**src/rtl/segld_pkg.sv**
```systemverilog
package segld_pkg;

    localparam int unsigned DESC_BYTES = 8;
    localparam int unsigned DESC_SHIFT = $clog2(DESC_BYTES);
    localparam int unsigned WORD_BYTES = 4;

    typedef enum logic [2:0] {
        LD_IDLE,
        LD_CHECK,
        LD_REQ_LO,
        LD_WAIT_LO,
        LD_REQ_HI,
        LD_WAIT_HI,
        LD_COMMIT,
        LD_FAULT
    } ld_state_e;

    typedef struct packed {
        logic accept;
        logic busy;
        logic rd_en;
        logic rd_hi;
        logic cap_lo;
        logic cap_hi;
        logic commit;
        logic fault;
    } ld_ctl_t;

endpackage

```
**src/rtl/segld_bounds.sv**
```systemverilog
module segld_bounds #(
    parameter int unsigned IDX_W  = 13,
    parameter int unsigned ADDR_W = 32,
    parameter int unsigned LIM_W  = 16
) (
    input  logic [IDX_W-1:0]  index_i,
    input  logic [ADDR_W-1:0] tbl_base_i,
    input  logic [LIM_W-1:0]  tbl_lim_i,
    output logic [ADDR_W-1:0] lo_addr_o,
    output logic [ADDR_W-1:0] hi_addr_o,
    output logic              out_of_range_o
);
    import segld_pkg::*;

    localparam int unsigned OFF_W = IDX_W + DESC_SHIFT;
    localparam int unsigned CMP_W = ((OFF_W > LIM_W) ? OFF_W : LIM_W) + 1;

    logic [OFF_W-1:0] byte_off;
    logic [CMP_W-1:0] last_byte;

    always_comb begin
        byte_off       = {index_i, {DESC_SHIFT{1'b0}}};
        last_byte      = CMP_W'(byte_off) + CMP_W'(DESC_BYTES - 1);
        out_of_range_o = last_byte > CMP_W'(tbl_lim_i);
        lo_addr_o      = tbl_base_i + ADDR_W'(byte_off);
        hi_addr_o      = lo_addr_o + ADDR_W'(WORD_BYTES);
    end

endmodule

```
**src/rtl/segld_fsm.sv**
```systemverilog
module segld_fsm (
    input  logic               clk,
    input  logic               rst_n,
    input  logic               wr_req_i,
    input  logic               range_fault_i,
    input  logic               rd_valid_i,
    output segld_pkg::ld_ctl_t ctl_o
);
    import segld_pkg::*;

    ld_state_e state_q;
    ld_state_e state_d;

    always_ff @(posedge clk) begin
        if (!rst_n) state_q <= LD_IDLE;
        else        state_q <= state_d;
    end

    always_comb begin
        state_d = state_q;
        unique case (state_q)
            LD_IDLE:    if (wr_req_i) state_d = LD_CHECK;
            LD_CHECK:   state_d = range_fault_i ? LD_FAULT : LD_REQ_LO;
            LD_REQ_LO:  state_d = LD_WAIT_LO;
            LD_WAIT_LO: if (rd_valid_i) state_d = LD_REQ_HI;
            LD_REQ_HI:  state_d = LD_WAIT_HI;
            LD_WAIT_HI: if (rd_valid_i) state_d = LD_COMMIT;
            LD_COMMIT:  state_d = LD_IDLE;
            LD_FAULT:   state_d = LD_IDLE;
            default:    state_d = LD_IDLE;
        endcase
    end

    always_comb begin
        ctl_o      = '0;
        ctl_o.busy = (state_q != LD_IDLE);
        unique case (state_q)
            LD_IDLE:    ctl_o.accept = wr_req_i;
            LD_CHECK:   ;
            LD_REQ_LO:  ctl_o.rd_en  = 1'b1;
            LD_WAIT_LO: ctl_o.cap_lo = rd_valid_i;
            LD_REQ_HI: begin
                ctl_o.rd_en = 1'b1;
                ctl_o.rd_hi = 1'b1;
            end
            LD_WAIT_HI: begin
                ctl_o.rd_hi  = 1'b1;
                ctl_o.cap_hi = rd_valid_i;
            end
            LD_COMMIT:  ctl_o.commit = 1'b1;
            LD_FAULT:   ctl_o.fault  = 1'b1;
            default:    ;
        endcase
    end

endmodule

```
**src/rtl/segld_regs.sv**
```systemverilog
module segld_regs #(
    parameter int unsigned SEL_W  = 16,
    parameter int unsigned ADDR_W = 32,
    parameter int unsigned LIM_W  = 16
) (
    input  logic                    clk,
    input  logic                    rst_n,
    input  segld_pkg::ld_ctl_t      ctl_i,
    input  logic [SEL_W-1:0]        wr_sel_i,
    input  logic [ADDR_W-1:0]       gdt_base_i,
    input  logic [LIM_W-1:0]        gdt_lim_i,
    input  logic [ADDR_W-1:0]       rd_data_i,
    output logic [SEL_W-1:0]        pend_sel_o,
    output logic [ADDR_W-1:0]       pend_base_o,
    output logic [LIM_W-1:0]        pend_lim_o,
    output logic [SEL_W-1:0]        sel_o,
    output logic [ADDR_W+LIM_W-1:0] cache_o,
    output logic                    valid_o
);
    logic [LIM_W-1:0]  stage_lim_q;
    logic [ADDR_W-1:0] stage_base_q;
    logic              unused_desc_bits;

    assign unused_desc_bits = ^rd_data_i[ADDR_W-1:LIM_W];

    always_ff @(posedge clk) begin
        if (!rst_n) begin
            pend_sel_o  <= '0;
            pend_base_o <= '0;
            pend_lim_o  <= '0;
        end else if (ctl_i.accept) begin
            pend_sel_o  <= wr_sel_i;
            pend_base_o <= gdt_base_i;
            pend_lim_o  <= gdt_lim_i;
        end
    end

    always_ff @(posedge clk) begin
        if (!rst_n) begin
            stage_lim_q  <= '0;
            stage_base_q <= '0;
        end else begin
            if (ctl_i.cap_lo) stage_lim_q  <= rd_data_i[LIM_W-1:0];
            if (ctl_i.cap_hi) stage_base_q <= rd_data_i;
        end
    end

    always_ff @(posedge clk) begin
        if (!rst_n) begin
            sel_o   <= '0;
            cache_o <= '0;
            valid_o <= 1'b0;
        end else if (ctl_i.commit) begin
            sel_o   <= pend_sel_o;
            cache_o <= {stage_base_q, stage_lim_q};
            valid_o <= 1'b1;
        end
    end

endmodule

```
**src/rtl/seg_cache_loader.sv**
```systemverilog
module seg_cache_loader #(
    parameter int unsigned SEL_W  = 16,
    parameter int unsigned ADDR_W = 32,
    parameter int unsigned LIM_W  = 16
) (
    input  logic                    clk,
    input  logic                    rst_n,
    input  logic                    sel_wr_en_i,
    input  logic [SEL_W-1:0]        sel_wr_data_i,
    input  logic [ADDR_W+LIM_W-1:0] gdtr_i,
    output logic                    mem_rd_en_o,
    output logic [ADDR_W-1:0]       mem_rd_addr_o,
    input  logic                    mem_rd_valid_i,
    input  logic [ADDR_W-1:0]       mem_rd_data_i,
    output logic [SEL_W-1:0]        sel_o,
    output logic [ADDR_W+LIM_W-1:0] cache_o,
    output logic                    cache_valid_o,
    output logic                    busy_o,
    output logic                    fault_o
);
    import segld_pkg::*;

    localparam int unsigned IDX_W = SEL_W - DESC_SHIFT;

    ld_ctl_t           ctl;
    logic [SEL_W-1:0]  pend_sel;
    logic [ADDR_W-1:0] pend_base;
    logic [LIM_W-1:0]  pend_lim;
    logic [ADDR_W-1:0] lo_addr;
    logic [ADDR_W-1:0] hi_addr;
    logic              out_of_range;

    segld_fsm u_fsm (
        .clk           (clk),
        .rst_n         (rst_n),
        .wr_req_i      (sel_wr_en_i),
        .range_fault_i (out_of_range),
        .rd_valid_i    (mem_rd_valid_i),
        .ctl_o         (ctl)
    );

    segld_regs #(.SEL_W(SEL_W), .ADDR_W(ADDR_W), .LIM_W(LIM_W)) u_regs (
        .clk         (clk),
        .rst_n       (rst_n),
        .ctl_i       (ctl),
        .wr_sel_i    (sel_wr_data_i),
        .gdt_base_i  (gdtr_i[ADDR_W+LIM_W-1:LIM_W]),
        .gdt_lim_i   (gdtr_i[LIM_W-1:0]),
        .rd_data_i   (mem_rd_data_i),
        .pend_sel_o  (pend_sel),
        .pend_base_o (pend_base),
        .pend_lim_o  (pend_lim),
        .sel_o       (sel_o),
        .cache_o     (cache_o),
        .valid_o     (cache_valid_o)
    );

    segld_bounds #(.IDX_W(IDX_W), .ADDR_W(ADDR_W), .LIM_W(LIM_W)) u_bounds (
        .index_i        (pend_sel[SEL_W-1:DESC_SHIFT]),
        .tbl_base_i     (pend_base),
        .tbl_lim_i      (pend_lim),
        .lo_addr_o      (lo_addr),
        .hi_addr_o      (hi_addr),
        .out_of_range_o (out_of_range)
    );

    assign mem_rd_en_o   = ctl.rd_en;
    assign mem_rd_addr_o = ctl.rd_hi ? hi_addr : lo_addr;
    assign busy_o        = ctl.busy;
    assign fault_o       = ctl.fault;

endmodule

```
**config.mk**
```make
export PLATFORM = sky130hd
export DESIGN_NAME = seg_cache_loader
export DESIGN_NICKNAME = d
export VERILOG_FILES = /design/src/rtl/segld_pkg.sv /design/src/rtl/segld_bounds.sv /design/src/rtl/segld_fsm.sv /design/src/rtl/segld_regs.sv /design/src/rtl/seg_cache_loader.sv
export SDC_FILE = /design/constraint.sdc
export NUM_CORES = 1
export LEC_CHECK = 0
export BUFFER_PORTS_ARGS = -buffer_cell sky130_fd_sc_hd__buf_4
export CAP_MARGIN = 0
export CORE_MARGIN = 2
export CORE_UTILIZATION = 59
export DETAILED_ROUTE_END_ITERATION = 6
export PLACE_DENSITY_LB_ADDON = 0.2
export REMOVE_ABC_BUFFERS = 1
export SYNTH_ARGS = -nofsm -noshare
export SYNTH_HDL_FRONTEND = slang
export SYNTH_SLANG_ARGS = --single-unit
```
**constraint.sdc**
```tcl
create_clock -name clk -period 5 [get_ports clk]
set_input_delay 0.25 -clock clk [delete_from_list [all_inputs] [get_ports clk]]
set_output_delay 0.25 -clock clk [all_outputs]
set_load 0.02 [all_outputs]
```
# After elaboration in Yosys (flattened, before gate mapping)
# Index checks and enable logic that the tools add are counted.
dict set report op_classes {
  n_addsub 3
  multipliers 0
  div_mod_pow 0
  n_lt_le_gt_ge 1
  n_eq_ne 10
  n_shift 0
  n_mux 13
  n_bitwise 0
  reduce_logical 6
}
# op count
set ops {}
lappend ops {{$add A32 B16 Y32} 1}
lappend ops {{$add A32 B3 Y32 const B} 1}
lappend ops {{$mux W32} 1}
lappend ops {{$pmux W3 S7} 1}
lappend ops {{$add A16 B3 Y17 const B} 1}
lappend ops {{$gt A17 B16 Y1} 1}
lappend ops {{$eq A3 B3 Y1 const B} 4}
lappend ops {{$mux W3} 4}
lappend ops {{$mux W1} 7}
lappend ops {{$eq A3 B2 Y1 const B} 2}
lappend ops {{$ne A2 B2 Y1 const B} 3}
lappend ops {{$reduce_or A2 Y1} 3}
lappend ops {{$eq A3 B1 Y1 const B} 1}
lappend ops {{$logic_not A3 Y1} 1}
lappend ops {{$reduce_and A3 Y1} 1}
lappend ops {{$reduce_bool A3 Y1} 1}
dict set report totals {
  reg_bits 180
  latchBits 0
  mem_bits_rw 0
  rom_bits 0
  inputBits 100
  word_cells 42
  memories 0
}

# Longest topological paths before layout
dict set report depth {
  depth_word 4
  mapped_depth 13
}

# Hierarchy
# A second synthesis with hierarchy kept.
dict set report unflattened {
  cells_unflattened 971
  hier_area_um2 9923.3
}
# mod n_inst cells_each area_each_um2 seq_area_each_um2
set modules_own_cells {}
lappend modules_own_cells {segld_regs 1 569 6730.2 3543.4}
lappend modules_own_cells {segld_bounds 1 338 2451.1 0.0}
lappend modules_own_cells {seg_cache_loader 1 36 544.3 0.0}
lappend modules_own_cells {segld_fsm 1 28 197.7 60.1}

# Worst setup path after synthesis
# Ideal clock, no wire load.
dict set report synth_timing {
  path_kind {flip-flop to output port}
  from {reg u_regs.pend_sel_o[3]}
  to {out mem_rd_addr_o[30]}
  t_arrival_ns 3.508
  path_slack_ns 1.242
  path_stages_with_launch 12
  path_cell_list {dfxtp_1 ha_1 inv_1 fa_1 nand2b_1 a211oi_2 o21ai_1 o311ai_0 nand3_2 or4_4 nor4_1 xor2_1}
}
dict set report synth_via {
  elab_chain_cells 3
}
# element line_no
set synth_lines {}
lappend synth_lines {{start, declared} segld_regs.sv:13} ;# output logic [SEL_W-1:0] pend_sel_o,
lappend synth_lines {{start signal, assigned} segld_regs.sv:32} ;# pend_sel_o <= wr_sel_i;
lappend synth_lines {{$add A32 B16 Y32 (*)} segld_bounds.sv:25} ;# lo_addr_o = tbl_base_i + ADDR_W'(byte_off);
lappend synth_lines {{$add A32 B3 Y32} segld_bounds.sv:26} ;# hi_addr_o = lo_addr_o + ADDR_W'(WORD_BYTES);
lappend synth_lines {{$mux W32 (*)} seg_cache_loader.sv:68} ;# assign mem_rd_addr_o = ctl.rd_hi ? hi_addr : lo_addr;
lappend synth_lines {{end, declared} seg_cache_loader.sv:12} ;# output logic [ADDR_W-1:0] mem_rd_addr_o,
# Every way passes the cells marked *; elsewhere a longest branch is shown, timed or not.

# Worst setup path after layout
# Ends and elaborated chain as after synthesis.

==> results.md <==
- CTS Buffer Depth: 2
- Compound-cell area share of the yosys netlist: 21.1%
- Number of global-route vias before repair: 7197
- Synthesized instance count: 1089
- Async SR Flop Fraction: 0%
- RSZ-0062 raised after global routing: false
- Cts hold-fix bufs: 0
- Placer Congestion: 0.884
- Netlist Area Pre-Place: 0.00872 mm²
- Antenna Nets Post-Route: 0
- CTS H-tree lvls: 4
- Setup TNS Final: 0 ns
- Clk sink count: 180
- Slowest CP cell: or4_4
- Die W: 126 µm
- Clock root cell: clkbuf_16
- IO Count: 200
- Tot GR Track Use: 26.4%
- Register bit total from synthesis: 180
- Placed Area: 0.0102 mm²
- DRT Wirelength: 20900 µm
- Synth top cells by count: 378 x nand2_1, 180 x dfxtp_1, 176 x a21boi_0
- Reg area: 0.00360 mm²
- Setup Fix Bufs, Post-CTS: 0
- Num CTS Buffers: 17
- Multiplexer share of the synthesized area: 0.230%
- Worst setup EP type: primary output
- Worst Slack Setup Final: 0.443 ns
- Overflow after GRT: 0
- Largest family of logic cells by synthesized area: simple AND/OR/NAND/NOR gates
- Die area: 0.0158 mm²
- Clock Latency Late Sink: 0.43 ns
- CTS tree: yes
- Pre-CTS setup slack: 0.967 ns
- Total power draw: 4.31 mW
- Filler instances: 1164
- Max Cap Viol: 0
- Area Growth Syn to Fin: 24.4%
- Minimum clock period: 4.56 ns
- Layout cell share with drive strength beyond 1: 20.7%
- Placed Cells: 1411
- Drt drc: 0
- Avg Synthesized Cell Area: 8.01 µm²
- Post-Route Skew: 0.0130 ns
- Top-count cell post-synth: nand2_1
- Pleak: 4.29 nW
- Worst slew margin: 21.1%
- Ys Warns: 0
- Critical Path Max Stage Delay: 0.55 ns
- Number of synthesized flops with an enable pin: 0
- Port bufs: 199
- Core outline area: 0.0145 mm²
- Critical path arrival: 4.31 ns
- Register area share after synthesis: 41.3%
- Dpl hpwl: 14100 µm
- Xor and xnor area share after synthesis: 5.29%
- Synth top area share: 41.3%
- Via/cell ratio: 5.42
- Most used DFF post-synth: dfxtp_1
- Post-CTS Resized: 0
- Multi-input gate area: 0.00479 mm²
- Initial DRC count: 474
- WL/cell: 14.5 µm
- Final design utilization: 74.9%
- Design area: 0.0108 mm²
- Post-Synth Adder-Cell Area: 4.10%
- Worst-path cell chain: ha_1 > inv_1 > fa_1 > nand2b_1 > a211oi_2 > o21ai_1 > o311ai_0 > nand3_2 > or4_4 > nor4_1 > xor2_1 > buf_4
- First-pass DRT Iterations: 5
- Initial antenna violation count: 0
- Yosys top cell by area: dfxtp_1
- Starting Density: 60.2%
- Highest clock rate: 219 MHz
- Synth Area in Simple Gates: 24.0%
- Outcome: completed
- Worst Setup Start Kind: flip-flop
- Synth unique cells: 60
- Critical path type: flip-flop to primary output
- Setup Viol. Count Final: 0
- Antenna diode count: 0
- Vert. Die Dim: 126 µm
- First-pass GRT wire length: 34400 µm
- Hold Vio Cnt, Final: 0
- Worst-margin pin slew: 1.18 ns
- Final nets: 1374
- DR vias: 7817
- HP Class: input pin to flip-flop
- Min Hold Slack: 0.0777 ns
- Clock Pin Slew Worst Setup and Hold Paths: 0.08 ns
- Pins over their slew limit: 0
- Critical-path maximum fanout: 6
- PD cells: 397 mW/mm²
- Top cells by area, synth: dfxtp_1 41%, nand2_1 16%, a21boi_0 15%
- Largest net degree at the start of global routing: 115
- CP required: 4.75 ns
- Post-Layout Cell Count: 1443
- # rows: 44
- Maximum vdd drop: 0.000270 V
- Period Utilization, post-route: 91.1%
state kept, by name (all words and copies together) (netlist names):
register             flops
u_regs.pend_base_o      32
u_regs.stage_lim_q      16
u_regs.cache_o          48
u_fsm.state_q            3
u_regs.pend_lim_o       16
u_regs.stage_base_q     32
u_regs.valid_o           1
u_regs.pend_sel_o       16
u_regs.sel_o            16
cells by family after synthesis:
| family | Yosys count |
|---|---|
| and+or+nand+nor | 488 |
| buffers and inverters | 89 |
| adders and majority gates | 28 |
| muxes | 2 |
| xor gates and xnor gates | 51 |
| AOI/OAI and AO/OA | 251 |
| DFF | 180 |
routing by layer:
layer	wire, µm	up-vias	GRT usage, %
li1	-	3944	-
met1	8900	3647	32.3
met2	10200	213	45.5
met3	1610	13	8.56
met4	163	0	5.69
met5	0	-	0
area by class of cell:
cell class | count | area share (%)
Sequential cell | 180 | 33.2
Tap cell | 184 | 2.12
Clock buffer | 17 | 3.92
Clock inverter | 15 | 1.63
Timing Repair Buffer | 206 | 14.3
Inverter | 21 | 0.727
Multi-Input combinational cell | 820 | 44.1
critical path: cells and delay by family (launching register included):
kind                     cells  cell delay (ns)
XOR/XNOR                     1             0.17
AND/OR/NAND/NOR              4             1.31
AO/OA/AOI/OAI                3             1.21
flip-flops                   1             0.39
buffers and inverters        2             0.21
adder cells (fa/ha/maj)      2             0.57
worst paths after layout:
check / startpoint / to / slack (ns) / cells after the start
setup reg to reg: u_regs.pend_sel_o[6] / u_fsm.state_q[2] / 2.44 / 10
setup / recovery: u_regs.pend_sel_o[3] / mem_rd_addr_o[30] / 0.44 / 12
hold / removal: mem_rd_data_i[28] / u_regs.stage_base_q[28] / 0.08 / 3
hold reg to reg: u_regs.cache_o[20] / u_regs.cache_o[20] / 0.46 / 2
placed cells by master (no fill, tap or decap), drive strengths merged, types with 7 or more instances in the layout:
| cell type | n |
|---|---|
| o21ai | 11 |
| buf | 206 |
| nand3 | 16 |
| and3 | 10 |
| nor3 | 7 |
| and2 | 8 |
| nand4 | 13 |
| nand2 | 379 |
| inv | 28 |
| xnor2 | 31 |
| a21boi | 176 |
| xor2 | 20 |
| a21oi | 20 |
| ha | 27 |
| a21o | 12 |
| nor2 | 18 |
| clkbuf | 17 |
| nand2b | 7 |
| clkinv | 7 |
| dfxtp | 180 |
| a211oi | 9 |
power breakdown:
| group | internal (mW) | switching (mW) |
|---|---|---|
| combinational | 0.507 | 0.768 |
| clock | 0.677 | 0.645 |
| sequential | 1.57 | 0.139 |
Power figures use the tool's default switching activity.
